**config.mk**
```make
export PLATFORM = sky130hd
export DESIGN_NAME = tlb_fault_ctx
export DESIGN_NICKNAME = d
export VERILOG_FILES = /design/src/rtl/tfc_pkg.sv /design/src/rtl/tfc_fault_arb.sv /design/src/rtl/tfc_ctx_reg.sv /design/src/rtl/tfc_exc_ctrl.sv /design/src/rtl/tlb_fault_ctx.sv
export SDC_FILE = /design/constraint.sdc
export NUM_CORES = 1
export LEC_CHECK = 0
export BUFFER_PORTS_ARGS = -buffer_cell sky130_fd_sc_hd__buf_2
export CAP_MARGIN = 20
export CORE_UTILIZATION = 44
export CTS_BUF_LIST = sky130_fd_sc_hd__clkbuf_8
export DETAILED_ROUTE_END_ITERATION = 12
export PLACE_DENSITY_LB_ADDON = 0.2
export SLEW_MARGIN = 15
export SYNTH_ARGS = -nofsm -noshare
export SYNTH_HDL_FRONTEND = slang
export SYNTH_SLANG_ARGS = --single-unit
```
**constraint.sdc**
```tcl
create_clock -name clk -period 1.3 [get_ports clk]
set_input_delay 0.13 -clock clk [delete_from_list [all_inputs] [get_ports clk]]
set_output_delay 0.13 -clock clk [all_outputs]
set_load 0.01 [all_outputs]
```
**src/rtl/tfc_pkg.sv**
```systemverilog
package tfc_pkg;
   localparam int N_FAULT = 4;
   typedef enum logic [1:0] {
      CAUSE_ADDR    = 2'd0,
      CAUSE_REFILL  = 2'd1,
      CAUSE_INVALID = 2'd2,
      CAUSE_MODIFY  = 2'd3
   } tfc_cause_e;
endpackage

```
**src/rtl/tfc_fault_arb.sv**
```systemverilog
module tfc_fault_arb
   import tfc_pkg::*;
(
   input  logic               clk,
   input  logic               rst_n,
   input  logic [N_FAULT-1:0] req,
   output logic [N_FAULT-1:0] grant,
   output logic               take,
   output tfc_cause_e         cause
);
   genvar gi;
   generate
      for (gi = 0; gi < N_FAULT; gi++) begin : g_pri
         if (gi == 0) begin : g_top
            assign grant[gi] = req[gi];
         end else begin : g_rest
            assign grant[gi] = req[gi] & ~(|req[gi-1:0]);
         end
      end
   endgenerate

   assign take = |req;

   always_comb begin
      cause = CAUSE_ADDR;
      for (int i = N_FAULT - 1; i >= 0; i--) begin
         if (req[i]) cause = tfc_cause_e'(i);
      end
   end

   // exactly one winner whenever any fault is raised
   p_one_winner_r9: assert property (@(posedge clk) disable iff (!rst_n)
      take |-> $countones(grant) == 1);
   p_winner_is_cause_r9: assert property (@(posedge clk) disable iff (!rst_n)
      take |-> grant[cause]);
endmodule

```
**src/rtl/tfc_ctx_reg.sv**
```systemverilog
module tfc_ctx_reg #(
   parameter int VA_W    = 32,
   parameter int BASE_W  = 9,
   parameter int VPN_LSB = 13
) (
   input  logic            clk,
   input  logic            rst_n,
   input  logic            sw_we,
   input  logic [VA_W-1:0] sw_data,
   input  logic            hw_we,
   input  logic [VA_W-1:0] va,
   output logic [VA_W-1:0] ctx_q
);
   localparam int VPN_W = VA_W - VPN_LSB;
   localparam int LOW_W = VA_W - BASE_W - VPN_W;

   generate
      if (LOW_W < 1) begin : g_bad_layout
         $error("context layout leaves no aligned low bits");
      end
   endgenerate

   logic [BASE_W-1:0] base_q;
   logic [VPN_W-1:0]  vpn_q;

   always_ff @(posedge clk) begin
      if (!rst_n) begin
         base_q <= '0;
         vpn_q  <= '0;
      end else begin
         if (sw_we) base_q <= sw_data[VA_W-1 -: BASE_W];
         if (hw_we) vpn_q  <= va[VA_W-1 -: VPN_W];
      end
   end

   assign ctx_q = {base_q, vpn_q, {LOW_W{1'b0}}};

   // page number lands in the middle field one edge later
   p_vpn_load_r3: assert property (@(posedge clk) disable iff (!rst_n)
      hw_we |=> ctx_q[VA_W-BASE_W-1 -: VPN_W] == $past(va[VA_W-1 -: VPN_W]));
   // base moves only on a software write
   p_base_hold_r2: assert property (@(posedge clk) disable iff (!rst_n)
      !sw_we |=> $stable(ctx_q[VA_W-1 -: BASE_W]));
   // middle field moves only on a context-updating fault
   p_vpn_hold_r4: assert property (@(posedge clk) disable iff (!rst_n)
      !hw_we |=> $stable(ctx_q[VA_W-BASE_W-1 -: VPN_W]));
endmodule

```
**src/rtl/tfc_exc_ctrl.sv**
```systemverilog
module tfc_exc_ctrl
   import tfc_pkg::*;
#(
   parameter int              VA_W       = 32,
   parameter logic [VA_W-1:0] EXC_BASE   = 32'h8000_0000,
   parameter int              REFILL_OFS = 'h000,
   parameter int              GEN_OFS    = 'h180
) (
   input  logic            clk,
   input  logic            rst_n,
   input  logic            take,
   input  tfc_cause_e      cause,
   input  logic [VA_W-1:0] pc,
   input  logic            eret,
   output logic [VA_W-1:0] epc_q,
   output logic            exl_q,
   output logic [VA_W-1:0] vector
);
   generate
      if (REFILL_OFS == GEN_OFS) begin : g_bad_ofs
         $error("refill and general vector offsets must differ");
      end
   endgenerate

   logic use_refill;
   assign use_refill = take && (cause == CAUSE_REFILL) && !exl_q;
   assign vector = EXC_BASE + VA_W'(use_refill ? REFILL_OFS : GEN_OFS);

   always_ff @(posedge clk) begin
      if (!rst_n) begin
         epc_q <= '0;
         exl_q <= 1'b0;
      end else if (take) begin
         exl_q <= 1'b1;
         if (!exl_q) epc_q <= pc;
      end else if (eret) begin
         exl_q <= 1'b0;
      end
   end

   // nested fault keeps the original return point
   p_epc_hold_r7: assert property (@(posedge clk) disable iff (!rst_n)
      (take && exl_q) |=> $stable(epc_q));
   p_epc_load_r7: assert property (@(posedge clk) disable iff (!rst_n)
      (take && !exl_q) |=> epc_q == $past(pc));
   // fault raises the flag, plain return lowers it
   p_exl_set_r8: assert property (@(posedge clk) disable iff (!rst_n)
      take |=> exl_q);
   p_exl_clr_r8: assert property (@(posedge clk) disable iff (!rst_n)
      (eret && !take) |=> !exl_q);
   // refill while already in an exception goes to the general entry
   p_nested_vec_r6: assert property (@(posedge clk) disable iff (!rst_n)
      (take && exl_q) |-> vector == EXC_BASE + VA_W'(GEN_OFS));
endmodule

```
**src/rtl/tlb_fault_ctx.sv**
```systemverilog
module tlb_fault_ctx
   import tfc_pkg::*;
#(
   parameter int          VA_W       = 32,
   parameter int          BASE_W     = 9,
   parameter int          VPN_LSB    = 13,
   parameter logic [31:0] EXC_BASE   = 32'h8000_0000,
   parameter int          REFILL_OFS = 'h000,
   parameter int          GEN_OFS    = 'h180
) (
   input  logic            clk,
   input  logic            rst_n,
   input  logic            flt_addr_err,
   input  logic            flt_refill,
   input  logic            flt_invalid,
   input  logic            flt_modified,
   input  logic [VA_W-1:0] flt_va,
   input  logic [VA_W-1:0] flt_pc,
   input  logic            exc_return,
   input  logic            sw_ctx_we,
   input  logic [VA_W-1:0] sw_ctx_data,
   output logic [VA_W-1:0] ctx_word,
   output logic [VA_W-1:0] bad_va,
   output logic [VA_W-1:0] epc,
   output logic            exl,
   output logic            exc_take,
   output logic [1:0]      exc_cause,
   output logic [VA_W-1:0] exc_vector
);
   logic [N_FAULT-1:0] req, grant;
   tfc_cause_e         cause;
   logic               ctx_upd;

   assign req = {flt_modified, flt_invalid, flt_refill, flt_addr_err};

   tfc_fault_arb u_arb (
      .clk(clk), .rst_n(rst_n), .req(req),
      .grant(grant), .take(exc_take), .cause(cause)
   );

   assign exc_cause = cause;
   assign ctx_upd   = exc_take && (cause != CAUSE_ADDR);

   tfc_ctx_reg #(.VA_W(VA_W), .BASE_W(BASE_W), .VPN_LSB(VPN_LSB)) u_ctx (
      .clk(clk), .rst_n(rst_n), .sw_we(sw_ctx_we), .sw_data(sw_ctx_data),
      .hw_we(ctx_upd), .va(flt_va), .ctx_q(ctx_word)
   );

   always_ff @(posedge clk) begin
      if (!rst_n)        bad_va <= '0;
      else if (exc_take) bad_va <= flt_va;
   end

   tfc_exc_ctrl #(
      .VA_W(VA_W), .EXC_BASE(VA_W'(EXC_BASE)),
      .REFILL_OFS(REFILL_OFS), .GEN_OFS(GEN_OFS)
   ) u_exc (
      .clk(clk), .rst_n(rst_n), .take(exc_take), .cause(cause),
      .pc(flt_pc), .eret(exc_return),
      .epc_q(epc), .exl_q(exl), .vector(exc_vector)
   );

   // faulting address captured on every fault kind
   p_badva_cap_r5: assert property (@(posedge clk) disable iff (!rst_n)
      exc_take |=> bad_va == $past(flt_va));
   // address error never touches the page-number field
   p_addr_err_ctx_r4: assert property (@(posedge clk) disable iff (!rst_n)
      (exc_take && grant[0]) |=> $stable(ctx_word[VA_W-BASE_W-1:0]));
endmodule

```
==> impl_metrics.json <==
{
  "status": "complete, but fails checks",
  "violations": "setup timing",
  "io_pins": 236,
  "avgSynthCellArea_um2": 8.80,
  "tightestPinTransition_ns": 0.762,
  "grtUsageTotal_pct": 18.3,
  "worst-setup-path-type": "reg -> out",
  "syn_area_mm2": 0.00386,
  "vias": 3255,
  "multi_input_area_mm2": 0.00174,
  "antenna_found_initial": 0,
  "crit_path_max_fanout": 2,
  "fmax_ghz": 0.748,
  "cts_made_buffers": 9,
  "diodes": 0,
  "fin_cells": 719,
  "grt_pass1_wl_um": 13000,
  "cts-root-buf": "clkbuf_8",
  "place_ws_ns": -0.0382,
  "endpoint_kind": "output port",
  "rsz0062_at_grt": "yes",
  "post-route-period-util_pct": 103,
  "clockBufferDepth": 2,
  "hpwl_um": 6240,
  "core_area_mm2": 0.00834,
  "dr_wl_met3_um": 610,
  "antenna_left": 0,
  "grt_max_degree": 52,
  "ys_ff_latch": 93,
  "finalSetupViolCount": 2,
  "initial_core_util_pct": 46.2,
  "yosysSeqAreaShare_pct": 48.3,
  "layout_common_cells": "175 x buf_2, 166 x nand2_1, 92 x dfxtp_1, 60 x mux2i_1, 34 x conb_1",
  "drtIter0Drc": 88,
  "p_leak_uw": 0.00262,
  "slew_headroom_pct": 49.1,
  "hold_viol": 0,
  "critPathMaxStageDelay_ns": 0.38,
  "met1Wirelength_um": 3600,
  "clock_skew_ns": 0.00596,
  "die-area_mm2": 0.00914,
  "gp_congestion": 0.759,
  "final.min_clock_period_ns": 1.34,
  "drc": 0,
  "cp_cell_sequence": "or3b_4 -> buf_6",
  "routed_wl_um": 8560,
  "cp-start-kind": "register",
  "clk_pin_slew_worst_paths_ns": 0.09,
  "nFillCells": 776,
  "cpLargestDelayFamily": "simple AND/OR/NAND/NOR gates",
  "rows": 33,
  "clock-sinks": 93,
  "top_layer_used": "met4",
  "drive_gt1_share_pct": 34.2,
  "via_per_inst": 4.53,
  "ys_types": 18,
  "die_height_um": 95.6,
  "synth_warnings": 0,
  "setup_ws_ns": -0.0374,
  "cts_tree": "built",
  "cp.required_ns": 1.17,
  "power_density_mw_per_mm2": 1170,
  "worst-path-buf-inv": 1,
  "syn_inst": 438,
  "ff_latch_area_mm2": 0.00187,
  "overflow": 0,
  "die_w_um": 95.6,
  "wire_per_inst_um": 11.9,
  "io_buffers": 178,
  "dp_cells": 700,
  "wl_met2_um": 4220,
  "htree_levels": 3,
  "layout_commonest_cell": "buf_2",
  "crit_slowest_cell": "or3b_4",
  "hold_path_class": "in -> reg",
  "maxCapViolations": 0,
  "post-route-util_pct": 59.8,
  "power_uw": 5840,
  "synthToLayoutAreaGrowth_pct": 29.3,
  "ir_worst_vdd_v": 0.000483,
  "worstPathArrival_ns": 1.21,
  "nNetsFinal": 713,
  "clkLatencyLatePin_ns": 0.34,
  "final-max-slew-violation-count": 0,
  "drtPass1Iterations": 4,
  "hold_slack_ns": 0.0188,
  "grt_pass1_vias": 2958
}
state kept, by name, summed over array words and instances (netlist names):
| register | count |
|---|---|
| u_exc.epc_q | 32 |
| u_ctx.vpn_q | 19 |
| u_ctx.base_q | 9 |
| u_exc.exl_q | 1 |
| bad_va | 32 |
report_power, final:
part / internal, µW / leakage [µW] / total [µW] / switching [µW]
Combinational: 425 / 0.00176 / 927 / 502
Clock: 801 / 0.0000929 / 1790 / 987
Sequential: 3030 / 0.000771 / 3120 / 87.8
Total: 4260 / 0.00262 / 5840 / 1580
worst paths after layout:
kind / from / endpoint / slack, ns / cells past startpoint
worst min register to register: bad_va[9] / bad_va[9] / 0.45 / 2
worst max-delay path: u_exc.exl_q / exc_vector[8] / -0.04 / 2
worst min-delay path: flt_pc[19] / u_exc.epc_q[19] / 0.02 / 3
worst max register to register: u_exc.exl_q / u_exc.epc_q[20] / 0.15 / 4
timing repair:
| item | 4_1_cts | 5_1_grt |
|---|---|---|
| setup buffers | 1 | 1 |
| gates resized for setup | 5 | 0 |
| pin swaps | 1 | 0 |
| hold buffers | 0 | 1 |
| endpoints found under the setup margin | 2 | 3 |
| hold endpoints to repair | 0 | 1 |
per-layer routing:
metal	up-vias	GRT usage [%]
li1	1667	-
met1	1453	19.9
met2	125	33.2
met3	10	5.74
met4	0	6.72
met5	-	0
cells in the mapped netlist:
cell	n	area, µm²
a21boi_0	25	188
a21boi_1	8	60.1
a21oi_1	1	5.00
buf_2	8	40.0
buf_4	35	263
clkbuf_1	20	75.1
conb_1	2	7.51
dfxtp_1	93	1860
inv_1	2	7.51
mux2i_1	60	601
nand2_1	166	623
nand2b_1	1	6.26
nor2_1	3	11.3
nor2_4	1	11.3
nor2b_1	9	56.3
nor3_1	2	10.0
nor4_4	1	21.3
or3b_2	1	8.76
cell families after synthesis:
logic type / count (synthesis) / synth area share, %
DFF: 93 / 48.3
AOI/OAI and AO/OA: 34 / 6.55
other: 2 / 0.195
buffers and inverters: 65 / 9.99
muxes: 60 / 15.6
and+or+nand+nor: 184 / 19.4
per-stage QoR:
stage	TNS, ns	area (µm²)
floorplan	0	3980
global placement	-0.00360	4760
detailed placement	-0.159	4760
CTS	-0.119	4970
global route	-0.192	4990
finish	-0.0742	4990
area by class of cell:
type                            count  area share (%)
Timing Repair Buffer              191            21.2
Inverter                            2           0.151
Tap cell                          105            2.63
Clock buffer                       11            3.04
Sequential cell                    93            37.4
Multi-Input combinational cell    312            34.9
Clock inverter                      5           0.728
worst register-to-register path, delay by kind of cell, from the launching register on:
kind / cells / cell delay (ns)
AND/OR/NAND/NOR: 1 / 0.11
multiplexers: 1 / 0.24
flip-flops: 1 / 0.36
buffers and inverters: 2 / 0.38
Power figures use the tool's default switching activity.
